$ cat src/rtl/aud_tx_pkg.sv
package aud_tx_pkg;

  localparam int DEF_SLOTS  = 12;
  localparam int DEF_SLOT_W = 20;
  localparam int DEF_TAG_W  = 16;

  typedef enum logic {PH_TAG = 1'b0, PH_DATA = 1'b1} link_phase_e;

  // Width requests of zero or beyond the slot size select the full slot.
  function automatic int eff_width(input int req, input int slot_w);
    return (req == 0 || req > slot_w) ? slot_w : req;
  endfunction

endpackage

$ cat src/rtl/aud_tx_seq.sv
module aud_tx_seq #(
  parameter int FRAME_LEN = 256,
  parameter int TAG_W     = 16,
  parameter int CNT_W     = 16
) (
  input  logic             clk,
  input  logic             rst,
  input  logic             frm_valid,
  output logic             ready,
  output logic             start,
  output logic             load,
  output logic             sync,
  output logic [CNT_W-1:0] frame_cnt
);
  import aud_tx_pkg::*;

  localparam int POS_W = $clog2(FRAME_LEN);

  logic [POS_W-1:0] cnt;
  link_phase_e      phase_d;

  // cnt == 0: the coming edge opens a new frame
  assign start   = (cnt == '0);
  assign ready   = !rst && start;
  assign load    = ready && frm_valid;
  assign phase_d = (cnt < POS_W'(TAG_W)) ? PH_TAG : PH_DATA;

  always_ff @(posedge clk) begin
    if (rst) begin
      cnt       <= '0;
      sync      <= 1'b0;
      frame_cnt <= '0;
    end else begin
      cnt  <= (cnt == POS_W'(FRAME_LEN - 1)) ? '0 : cnt + 1'b1;
      sync <= (phase_d == PH_TAG);
      if (start) frame_cnt <= frame_cnt + 1'b1;
    end
  end

endmodule

$ cat src/rtl/aud_tx_pack.sv
module aud_tx_pack #(
  parameter int NUM_SLOTS = 12,
  parameter int SLOT_W    = 20,
  parameter int TAG_W     = 16,
  parameter int WID_W     = 5,
  parameter int FRAME_LEN = TAG_W + NUM_SLOTS * SLOT_W
) (
  input  logic                        frame_vld,
  input  logic [NUM_SLOTS-1:0]        slot_vld,
  input  logic [NUM_SLOTS*SLOT_W-1:0] payload,
  input  logic [WID_W-1:0]            width,
  output logic [FRAME_LEN-1:0]        frame_bits
);
  import aud_tx_pkg::*;

  localparam int PAD_W = TAG_W - 1 - NUM_SLOTS;

  logic [SLOT_W-1:0] keep;
  int                width_eff;

  always_comb begin
    width_eff = eff_width(int'(width), SLOT_W);
    for (int i = 0; i < SLOT_W; i++) keep[i] = (i >= SLOT_W - width_eff);
  end

  // Bit FRAME_LEN-1 leaves first.
  assign frame_bits[FRAME_LEN-1] = frame_vld;

  generate
    if (PAD_W > 0) begin : g_pad
      assign frame_bits[FRAME_LEN-TAG_W +: PAD_W] = '0;
    end
    for (genvar s = 0; s < NUM_SLOTS; s++) begin : g_slot
      assign frame_bits[FRAME_LEN-2-s] = slot_vld[s];
      assign frame_bits[FRAME_LEN-1-TAG_W-s*SLOT_W -: SLOT_W] =
        slot_vld[s] ? (payload[s*SLOT_W +: SLOT_W] & keep) : '0;
    end
  endgenerate

endmodule

$ cat src/rtl/aud_tx_shift.sv
module aud_tx_shift #(
  parameter int FRAME_LEN = 256
) (
  input  logic                 clk,
  input  logic                 rst,
  input  logic                 start,
  input  logic                 load,
  input  logic [FRAME_LEN-1:0] frame_bits,
  output logic                 sdata
);

  logic [FRAME_LEN-1:0] shadow;

  // The start edge still sends the previous frame's last bit, then reloads.
  always_ff @(posedge clk) begin
    if (rst) begin
      shadow <= '0;
      sdata  <= 1'b0;
    end else begin
      sdata <= shadow[FRAME_LEN-1];
      if (start) shadow <= load ? frame_bits : '0;
      else       shadow <= {shadow[FRAME_LEN-2:0], 1'b0};
    end
  end

endmodule

$ cat src/rtl/aud_frame_tx.sv
module aud_frame_tx #(
  parameter int NUM_SLOTS = aud_tx_pkg::DEF_SLOTS,
  parameter int SLOT_W    = aud_tx_pkg::DEF_SLOT_W,
  parameter int TAG_W     = aud_tx_pkg::DEF_TAG_W,
  parameter int CNT_W     = 16,
  parameter int WID_W     = $clog2(SLOT_W + 1)
) (
  input  logic                        clk,
  input  logic                        rst,
  input  logic                        frm_valid,
  output logic                        frm_ready,
  input  logic                        frm_frame_vld,
  input  logic [NUM_SLOTS-1:0]        frm_slot_vld,
  input  logic [NUM_SLOTS*SLOT_W-1:0] frm_payload,
  input  logic [WID_W-1:0]            frm_width,
  output logic                        link_sync,
  output logic                        link_sdata,
  output logic [CNT_W-1:0]            frame_cnt
);

  localparam int FRAME_LEN = TAG_W + NUM_SLOTS * SLOT_W;

  logic                 start;
  logic                 load;
  logic [FRAME_LEN-1:0] frame_bits;

  aud_tx_seq #(
    .FRAME_LEN(FRAME_LEN),
    .TAG_W    (TAG_W),
    .CNT_W    (CNT_W)
  ) u_seq (
    .clk      (clk),
    .rst      (rst),
    .frm_valid(frm_valid),
    .ready    (frm_ready),
    .start    (start),
    .load     (load),
    .sync     (link_sync),
    .frame_cnt(frame_cnt)
  );

  aud_tx_pack #(
    .NUM_SLOTS(NUM_SLOTS),
    .SLOT_W   (SLOT_W),
    .TAG_W    (TAG_W),
    .WID_W    (WID_W),
    .FRAME_LEN(FRAME_LEN)
  ) u_pack (
    .frame_vld (frm_frame_vld),
    .slot_vld  (frm_slot_vld),
    .payload   (frm_payload),
    .width     (frm_width),
    .frame_bits(frame_bits)
  );

  aud_tx_shift #(
    .FRAME_LEN(FRAME_LEN)
  ) u_shift (
    .clk       (clk),
    .rst       (rst),
    .start     (start),
    .load      (load),
    .frame_bits(frame_bits),
    .sdata     (link_sdata)
  );

endmodule

$ cat config.mk
export PLATFORM = sky130hd
export DESIGN_NAME = aud_frame_tx
export DESIGN_NICKNAME = d
export VERILOG_FILES = /design/src/rtl/aud_tx_pkg.sv /design/src/rtl/aud_tx_seq.sv /design/src/rtl/aud_tx_pack.sv /design/src/rtl/aud_tx_shift.sv /design/src/rtl/aud_frame_tx.sv
export SDC_FILE = /design/constraint.sdc
export NUM_CORES = 1
export LEC_CHECK = 0
export BUFFER_PORTS_ARGS = -buffer_cell sky130_fd_sc_hd__buf_2
export CAP_MARGIN = 15
export CORE_MARGIN = 8
export CORE_UTILIZATION = 32
export DETAILED_ROUTE_END_ITERATION = 7
export PLACE_DENSITY_LB_ADDON = 0.25
export SETUP_SLACK_MARGIN = 0.05
export SLEW_MARGIN = 20
export SYNTH_ARGS = -nofsm -noshare
export SYNTH_HDL_FRONTEND = slang
export SYNTH_SLANG_ARGS = --single-unit
export TNS_END_PERCENT = 5
$ cat constraint.sdc
create_clock -name clk -period 4.8 [get_ports clk]
set_clock_uncertainty 0.1 [all_clocks]
set_input_delay 0.96 -clock clk [delete_from_list [all_inputs] [get_ports clk]]
set_output_delay 0.96 -clock clk [all_outputs]
set_load 0.005 [all_outputs]
==> Yosys cells after proc, flatten, opt, wreduce, memory -nomap -nowiden <==
Index checks and enable logic that the tools add are counted.
{ "word_totals": {"output_inout_bits": 19, "elab_cells": 70, "register_bits": 282, "input_bits": 261} }
{ "op_classes": {"bitwise": 15, "order_cmp": 22, "mux": 15, "eq_ne": 1, "reduce_logical": 8, "n_addsub": 3} }
{ "op_table": {"columns": ["operator", "n"], "rows": [
  ["two-way mux 256 bit", 2],
  [">= comparator 5 x 32 -> 1 bit (first input constant)", 8],
  ["AND 20 bit", 12],
  ["two-way mux 20 bit", 12],
  [">= comparator 4 x 32 -> 1 bit (first input constant)", 4],
  [">= comparator 6 x 32 -> 1 bit (first input constant)", 4],
  [">= comparator 3 x 32 -> 1 bit (first input constant)", 2],
  [">= comparator 1 x 32 -> 1 bit (first input constant)", 1],
  [">= comparator 2 x 32 -> 1 bit (first input constant)", 1],
  ["subtractor 6 x 32 -> 32 bit (first input constant)", 1],
  ["adder 16 x 1 -> 16 bit (second input constant)", 1],
  ["adder 8 x 1 -> 8 bit (second input constant)", 1],
  ["equality test 8 bit (second input constant)", 1],
  ["logical NOT 8 bit", 1],
  ["less-than comparator 8 x 5 -> 1 bit (second input constant)", 1],
  ["greater-than comparator 5 bit (second input constant)", 1],
  ["logical NOT 5 bit", 1],
  ["two-way mux 5 bit", 1],
  ["OR reduction 4 bit", 1],
  ["inverter 1 bit", 3],
  ["logical AND 1 bit", 2],
  ["OR reduction 2 bit", 1],
  ["logical NOT 1 bit", 1],
  ["logical OR 1 bit", 1]
]} }

==> Longest topological paths before layout <==
Gate-level depths: netlist of run 1.
{ "depth": {"depth_word": 9, "ltp_mapped": 14, "ltp_nobuf": 10} }

==> Hierarchy <==
Synthesis of run 1 repeated with hierarchy kept, for this count alone.
{ "hier_totals": {"cells_unflattened": 1747, "hier_area_um2": 13812.0} }
{ "modules_own_cells": {"columns": ["mod", "cells_each", "seq_area_each_um2", "n_inst", "area_each_um2"], "rows": [
  ["aud_tx_shift", 1138, 5144.9, 1, 9887.0],
  ["aud_tx_pack", 480, 0.0, 1, 2792.7],
  ["aud_tx_seq", 129, 500.5, 1, 1132.3]
]} }

==> Worst setup path after synthesis of run 1 <==
OpenSTA, ideal clock, no wires.
{ "synth_timing": {"kind": "input -> register", "from": "input frm_width[3]", "to": "register u_shift.shadow[106]", "path_buffers": 4, "arrival_ns": 3.220, "setup_time_ns": 0.117, "path_slack_ns": 1.363, "t_required_ns": 4.583, "cell_stages": 13, "path_cell_list": "buf_2 -> o21ai_0 -> nand2_1 -> ha_1 -> buf_2 -> nand2_1 -> o2bb2ai_1 -> ha_1 -> and3_1 -> buf_2 -> a21boi_2 -> buf_4 -> a32o_1"} }
{ "synth_between": {"elab_chain_cells": 9, "elab_cells_between_ends": 10, "classes_between": "add/sub (1); order compare (2); mux (4); bitwise (1); reduce/logical (2)"} }
{ "synth_rtl": {"columns": ["element", "line", "source"], "rows": [
  ["start: declaration", "aud_frame_tx.sv:15", "input logic [WID_W-1:0] frm_width,"],
  ["greater-than comparator 5 bit or logical NOT 5 bit (tied branches)", "aud_tx_pkg.sv:11", "return (req == 0 || req > slot_w) ? slot_w : req;"],
  ["logical OR 1 bit", "aud_tx_pkg.sv:11", null],
  ["two-way mux 5 bit (*)", "aud_tx_pkg.sv:11", null],
  ["subtractor 6 x 32 -> 32 bit (*)", "aud_tx_pack.sv:23", "for (int i = 0; i < SLOT_W; i++) keep[i] = (i >= SLOT_W - width_eff);"],
  [">= comparator 4 x 32 -> 1 bit (*)", "aud_tx_pack.sv:23", null],
  ["AND 20 bit (*)", "aud_tx_pack.sv:36", "slot_vld[s] ? (payload[s*SLOT_W +: SLOT_W] & keep) : '0;"],
  ["two-way mux 20 bit (*)", "aud_tx_pack.sv:36", null],
  ["two-way mux 256 bit (*) (2 in series)", "aud_tx_shift.sv:21", "if (start) shadow <= load ? frame_bits : '0;"],
  ["end signal: assignment", "aud_tx_shift.sv:21", null],
  ["end signal: assignment", "aud_tx_shift.sv:22", "else shadow <= {shadow[FRAME_LEN-2:0], 1'b0};"],
  ["end: declaration", "aud_tx_shift.sv:12", "logic [FRAME_LEN-1:0] shadow;"]
]} }
Every way passes the cells marked *; elsewhere a longest branch is shown, timed or not.
A chain may end at the register's enable or synchronous reset.

==> Final worst setup path of run 1 <==
{ "layout_timing": {"from": "input frm_width[3]", "to": "register u_shift.shadow[202]"} }
{ "layout_between": {"elab_chain_cells": 9, "elab_cells_between_ends": 10, "classes_between": "add/sub (1); order compare (2); mux (4); bitwise (1); reduce/logical (2)"} }
{ "layout_rtl": {"columns": ["element", "line"], "rows": [
  ["greater-than comparator 5 bit or logical NOT 5 bit (tied branches)", "aud_tx_pkg.sv:11"],
  ["logical OR 1 bit", "aud_tx_pkg.sv:11"],
  ["two-way mux 5 bit (*)", "aud_tx_pkg.sv:11"],
  ["subtractor 6 x 32 -> 32 bit (*)", "aud_tx_pack.sv:23"],
  [">= comparator 3 x 32 -> 1 bit (*)", "aud_tx_pack.sv:23"],
  ["AND 20 bit (*)", "aud_tx_pack.sv:36"],
  ["two-way mux 20 bit (*)", "aud_tx_pack.sv:36"],
  ["two-way mux 256 bit (*) (2 in series)", "aud_tx_shift.sv:21"]
]} }
Marks and branches as above.

==> results of run 1 <==
through the flow:
step	power (W)	instance area (um^2)	cells	utilization	hold WS, ps
6_report	0.00540	12700	1494	0.403	326
5_1_grt	0.00561	12700	1493	0.403	339
3_5_place_dp	0.00300	11600	1432	0.368	311
2_1_floorplan	0.00277	10200	820	-	303
3_3_place_gp	0.00299	11600	1432	0.368	309
4_1_cts	0.00547	12700	1490	0.402	331
worst paths after layout:
kind / from / to / slack, ps / cells after the start
max: frm_width[3] / u_shift.shadow[202] / 970 / 11
min: u_shift.shadow[253] / u_shift.shadow[254] / 330 / 1
max reg2reg: u_seq.cnt[0] / u_shift.shadow[90] / 1660 / 7
min reg2reg: u_shift.shadow[253] / u_shift.shadow[254] / 330 / 1
synth_stat cells, drive strengths merged:
| master | instances | area (um^2) |
|---|---|---|
| and2 | 18 | 125 |
| mux2i | 1 | 10.0 |
| a211oi | 3 | 22.5 |
| o41ai | 2 | 17.5 |
| or4 | 1 | 11.3 |
| o2bb2ai | 1 | 8.76 |
| o2111ai | 1 | 8.76 |
| nand2 | 14 | 62.6 |
| nor4 | 6 | 52.6 |
| o21a | 1 | 7.51 |
| nand2b | 1 | 13.8 |
| o21ai | 8 | 47.6 |
| a21oi | 6 | 33.8 |
| nand4 | 7 | 43.8 |
| xor2 | 10 | 87.6 |
| o31ai | 1 | 7.51 |
| dfxtp | 282 | 5650 |
| nor2b | 5 | 31.3 |
| and3 | 15 | 93.8 |
| and4 | 3 | 26.3 |
| a41oi | 1 | 16.3 |
| or3 | 3 | 18.8 |
| nor3 | 7 | 56.3 |
| a221oi | 1 | 15.0 |
| or2 | 2 | 12.5 |
| clkbuf | 22 | 83.8 |
| a32o | 239 | 2390 |
| nand3 | 7 | 35.0 |
| a31o | 2 | 17.5 |
| a41o | 1 | 10.0 |
| ha | 8 | 100 |
| inv | 10 | 37.5 |
| buf | 64 | 594 |
| nor2 | 36 | 143 |
| a21boi | 4 | 45.0 |
| nor4b | 1 | 8.76 |
| nor3b | 2 | 31.3 |
| xnor2 | 11 | 115 |
| a21o | 13 | 97.6 |
registers in the layout (all words and copies together) (netlist names):
| signal | flops |
|---|---|
| u_seq.sync | 1 |
| u_shift.sdata | 1 |
| u_seq.frame_cnt | 16 |
| u_shift.shadow | 256 |
| u_seq.cnt | 8 |
cell type report:
| class | count | area [um^2] |
|---|---|---|
| clock inverters | 11 | 145 |
| repair buffers | 296 | 1550 |
| flip-flops and latches | 282 | 5650 |
| fillers | 3109 | 18800 |
| clock buffers | 47 | 936 |
| diodes | 4 | 10.0 |
| inverters | 10 | 37.5 |
| multi-input cells | 442 | 3850 |
| well taps | 402 | 503 |
metal layers:
| layer | track usage | vias up |
|---|---|---|
| met2 | 0.275 | 301 |
| met5 | 0 | - |
| met3 | 0.0434 | 58 |
| met1 | 0.218 | 3887 |
| met4 | 0.0430 | 10 |
| li1 | - | 3763 |
layout by cell type, fill, tap and decap left out, types with 4 or more instances in the layout:
master     count
a21boi_2       4
nor2b_1        5
clkinv_2       4
buf_4         15
ha_1           8
diode_2        4
and2_4         5
xnor2_1       10
clkbuf_8      10
and2_1        13
nor4_1         5
a21o_1        13
nand3_1        7
clkbuf_16     31
dfxtp_1      282
a21oi_1        5
nor3_1         4
o21ai_0        4
buf_2        279
xor2_1        10
nor2_1        34
clkbuf_1       6
nand4_1        7
nand2_1       12
inv_1          9
a32o_1       239
and3_1        15
report_power, final:
part	switching [W]	total, W	internal, W	leakage [nW]
Clock	0.000961	0.00246	0.00150	0.530
Sequential	0.0000187	0.00240	0.00238	2.28
Combinational	0.000354	0.000538	0.000183	2.35
worst register-to-register path: cells and delay by family, from the launching register on:
kind	cells	cell delay [ps]
buffers and inverters	1	70
and+or+nand+nor	4	2110
DFF	1	340
adders and majority gates	1	130
AOI/OAI and AO/OA	1	320
cell families after synthesis:
family / after synthesis / synth area share
multiplexers: 1 / 0.000983
XOR/XNOR: 21 / 0.0199
adder cells (fa/ha/maj): 8 / 0.00983
AO/OA/AOI/OAI: 284 / 0.270
AND/OR/NAND/NOR: 128 / 0.0752
buffers and inverters: 96 / 0.0703
flip-flops: 282 / 0.554
==> impl_metrics.json, run 1 <==
{
  "tightest_slew_ps": 882,
  "final_nets": 1332,
  "cp.required_ps": 5190,
  "coreArea_um2": 31500,
  "peakVddDrop_uv": 271,
  "syn_area_per_cell_um2": 12.4,
  "finalHoldViolCount": 0,
  "period_share": 0.799,
  "grtUsageTotal": 0.168,
  "fp.dieW_um": 194,
  "drt_wl_total_um": 33700,
  "grt_max_degree": 107,
  "ys_seq_area_frac": 0.554,
  "layout-drive-gt1-share": 0.350,
  "gp_congestion": 0.787,
  "crit_path_start_kind": "input port",
  "initial_utilization": 0.324,
  "hp-class": "flip-flop to flip-flop",
  "viasPerCell": 5.37,
  "wl_met2_um": 15300,
  "synth.cell_area_um2": 10200,
  "cts_tree": "done",
  "hold_buffers": 0,
  "postSynthCellCount": 820,
  "max_cap_viol_count": 0,
  "outcome": "complete, no violations",
  "slowest_delay_ps": 670,
  "ys_seq_elements": 282,
  "pwr_density_cell_nw_per_um2": 426,
  "cts.sink_count": 282,
  "htree_levels": 1,
  "syn-num-nets": 1089,
  "grt_pass1_wl_um": 50100,
  "ys_types": 58,
  "max-clock-path-buffers": 3,
  "top_layer": "met5",
  "pre_cts_slack_ps": 436,
  "slew_violations": 0,
  "remaining_drc_errors": 0,
  "wl_met1_um": 15400,
  "crit_path_cell_trace": "buf_2 > o21ai_0 > nand2_1 > ha_1 > nand2_1 > o2bb2ai_1 > ha_1 > a221oi_2 > nand2_2 > nor3_4 > a32o_1",
  "die_area_um2": 37800,
  "cp_data_arrival_time_ps": 4220,
  "row_count": 65,
  "antenna_found_initial": 8,
  "dr_total_vias": 8019,
  "yosysWarnings": 0,
  "min_period_ps": 3830,
  "cp_slowest_cell": "nor3_4",
  "root_buffer": "clkbuf_16",
  "critPathCaptureType": "flip-flop",
  "worstSetupPathType": "input port to flip-flop",
  "clk_pin_slew_ps": 60,
  "max_slew_margin": 0.412,
  "critPathMaxFanout": 15,
  "hpwl_um": 24800,
  "cts_setup_buffers": 0,
  "dr_wl_met3_um": 2230,
  "leakagePower_nw": 5.15,
  "fin_tns_setup_ps": 0,
  "dieHeight_um": 194,
  "grt_pass1_vias": 8404,
  "cts_resized": 0,
  "ant_nets": 0,
  "cp_num_buf_inv": 1,
  "ios": 280,
  "post_drt_wl_per_cell_um": 22.5,
  "max_freq_mhz": 261,
  "drt_iter0_drc": 549,
  "fin_ws_ps": 966,
  "firstDrtPassIters": 5,
  "area.growth.synth_to_final_pct": 24.4,
  "insertion_delay_ps": 550,
  "cts_made_buffers": 31,
  "rsz0062_at_grt": "no",
  "io_buffer_count": 279,
  "cpLargestDelayFamily": "simple AND/OR/NAND/NOR gates",
  "grt_remaining_overflow": 0,
  "setup_viol": 0
}
No activity file was read; power rests on OpenSTA's default activity.
==> run 2, diff against run 1 <==
- ABC_AREA: unset -> 1
- clock period: 4.8 -> 3.45 ns (I/O delays scaled with it)
==> run 2 against run 1 <==
Net effect: largest cell class unchanged; global-route usage increased by 2.7 points; setup slack got worse by 410 ps; critical endpoint is now u_shift.shadow[224]; count of clock-buffer cells in the layout increased by 3; first-iteration DRC count increased by 22%; final area increased by 13%; final cell count increased by 48%; hold slack got worse by 41 ps; combinational power increased by 76%; flip-flop and latch count unchanged.
==> impl_metrics.json, run 2 <==
{
  "max-clock-path-buffers": 3,
  "largest_register": "u_shift.shadow",
  "finalHoldViolCount": 0,
  "syn_area_per_cell_um2": 7.78,
  "postSynthCellCount": 1434,
  "slew_violations": 0,
  "worstHoldStart": "frm_payload[47]",
  "layout_commonest_cell": "nand2_1",
  "ios": 280,
  "fin_tns_setup_ps": 0,
  "htree_levels": 2,
  "multi_input_area_um2": 4830,
  "largest_register_ffs": 256,
  "initial_utilization": 0.324,
  "cp.required_ps": 3790,
  "worst_hold_slack_ps": 285,
  "yosysWarnings": 0,
  "r2r_slack_ps": 1160,
  "ys_seq_area_frac": 0.506,
  "outcome": "complete, no violations",
  "register_area_um2": 5650,
  "path_depth": 19,
  "mostFrequentLayoutCells": "nand2_1 (594), dfxtp_1 (282), buf_2 (279)",
  "grt_max_degree": 131,
  "grt_pass1_wl_um": 61500,
  "max_cap_viol_count": 0,
  "max_freq_mhz": 346,
  "drt_iter0_drc": 668,
  "io_buffer_count": 279,
  "cts_resized": 0,
  "dr_total_vias": 10200,
  "ant_nets": 0,
  "critPathCaptureType": "flip-flop",
  "nFillCells": 3622,
  "async_reset_ff_frac": 0,
  "cts_setup_buffers": 0,
  "crit_path_cell_trace": "buf_2 > nor2_4 > nand2_1 > nand2_2 > nand2_1 > nor2_1 > inv_1 > ha_1 > nand2_2 > a21oi_1 > a31oi_1 > ha_1 > inv_1 > nor2_4 > nand2_1 > buf_12 > nor2_2 > nand3_1 > nand2_1",
  "hold_buffers": 0,
  "critPathMaxFanout": 6,
  "cts_made_buffers": 34,
  "fp.dieW_um": 203,
  "hp-class": "input port to flip-flop",
  "holdPathStages": 3,
  "grtUsageTotal": 0.195,
  "root_buffer": "clkbuf_16",
  "slowest_delay_ps": 260,
  "cpMostUsedCell": "nand2_1",
  "synth.cell_area_um2": 11200,
  "synth_edf_count": 0,
  "min_period_ps": 2890,
  "firstDrtPassIters": 7,
  "max_slew_margin": 0.462,
  "cp_slowest_cell": "nor2_2",
  "final_nets": 2000,
  "synth_top_area_cell": "dfxtp_1",
  "post_drt_wl_per_cell_um": 18.7,
  "drt_wl_total_um": 41400,
  "coreArea_um2": 34500,
  "remaining_drc_errors": 0,
  "insertion_delay_ps": 500,
  "tightest_slew_ps": 806,
  "reg2reg_from": "u_seq.cnt[0]",
  "viasPerCell": 4.61,
  "reg2reg_to": "u_seq.frame_cnt[1]",
  "antenna_found_initial": 6,
  "clk_pin_slew_ps": 60,
  "synth_top_cell_area_share": 0.506,
  "top_regs": "u_shift.shadow x256, u_seq.frame_cnt x16, u_seq.cnt x8",
  "gp_congestion": 0.846,
  "ys_types": 34,
  "cp_num_buf_inv": 4,
  "syn-num-nets": 1703,
  "cpLargestDelayFamily": "simple AND/OR/NAND/NOR gates",
  "hpwl_um": 30100,
  "cts.sink_count": 282,
  "period_share": 0.838,
  "grt_pass1_vias": 10300,
  "crit_path_start_kind": "input port",
  "leakagePower_nw": 6.86,
  "die_area_um2": 41100,
  "synth_common_cells": "nand2_1 (594), dfxtp_1 (282), nand3_1 (135)",
  "area.growth.synth_to_final_pct": 27.8,
  "synth_area_leaders": "dfxtp_1 (51%), nand2_1 (20%), nand3_1 (6.1%)",
  "worstSetupPathType": "input port to flip-flop",
  "cts_tree": "done",
  "worst_hold_path.endpoint": "u_shift.shadow[187]",
  "cp_data_arrival_time_ps": 3230,
  "grt_remaining_overflow": 0,
  "layout-drive-gt1-share": 0.263,
  "finalPower_w": 0.00775,
  "pwr_density_cell_nw_per_um2": 544,
  "row_count": 68,
  "dieHeight_um": 203,
  "ys.flop_type": "dfxtp_1",
  "rsz0062_at_grt": "no",
  "peakVddDrop_uv": 316,
  "r2r.worst_path.cells": 9,
  "setup_viol": 0,
  "ys_seq_elements": 282,
  "yosysMostFrequentCell": "nand2_1"
}
[run 2: cell types whose count changed in the layout (fill, tap and decap cells not counted), sizes merged, moves of 22 or more]
cell	delta
nor2	+66
buf	+22
inv	+83
nand2	+589
nand3b	+26
a32o	-238
nand3	+131
o21ai	+48
[run 2: area by class of cell]
| class | count | area share |
|---|---|---|
| Clock buffer | 50 | 0.0711 |
| Sequential cell | 282 | 0.396 |
| Inverter | 95 | 0.0252 |
| Multi-Input combinational cell | 1000 | 0.338 |
| Timing Repair Buffer | 318 | 0.124 |
| Antenna cell | 6 | 0.00105 |
| Tap cell | 455 | 0.0399 |
| Clock inverter | 8 | 0.00474 |
[run 2: worst register-to-register path, cell delays in order, from the launching register on]
cell     delay (ps)
dfxtp_1         380
inv_1            60
ha_1            180
nand2_1         110
nor2_4           50
buf_4           290
nor2_4          220
buf_12          410
inv_1           210
o21ai_0         200
[run 2: power by group]
group | switching, W | leakage, nW | internal [W] | total (W)
Clock | 0.00135 | 0.533 | 0.00211 | 0.00346
Sequential | 0.0000318 | 2.28 | 0.00332 | 0.00335
Combinational | 0.000648 | 4.05 | 0.000299 | 0.000946
Total | 0.00203 | 6.86 | 0.00573 | 0.00775
[run 2: worst max path at each step]
stage,end,slack (ps),start
floorplan,u_shift.shadow[164],610,frm_width[1]
global placement,u_shift.shadow[227],120,frm_width[1]
detailed placement,u_shift.shadow[224],80,frm_width[1]
CTS,u_shift.shadow[224],590,frm_width[1]
global route,u_shift.shadow[224],340,frm_width[1]
finish,u_shift.shadow[224],560,frm_width[1]
[run 2: stage by stage]
step                setup WS (ps)  instance area (um^2)  instances  utilization
floorplan                     606                 11200       1434            -
global placement              120                 13200       2150        0.382
detailed placement           77.3                 13200       2150        0.382
CTS                           590                 14200       2208        0.413
global route                  345                 14300       2213        0.414
finish                        559                 14300       2214        0.414
[run 2: metal layers]
layer,wire [um],global-route usage,up-vias
met1,18900,0.263,4688
met5,10,0,-
li1,-,-,5120
met3,2930,0.0405,47
met2,18800,0.307,348
met4,821,0.0624,2
[run 2: kinds of logic (layout without fill, tap and decap cells)]
family	count (synthesis)	in the layout	synth area share
AND/OR/NAND/NOR	895	895	0.364
other	0	6	0
flip-flops	282	282	0.506
adder cells (fa/ha/maj)	8	8	0.00897
XOR/XNOR	8	8	0.00628
AO/OA/AOI/OAI	89	89	0.0527
buffers and inverters	152	471	0.0621
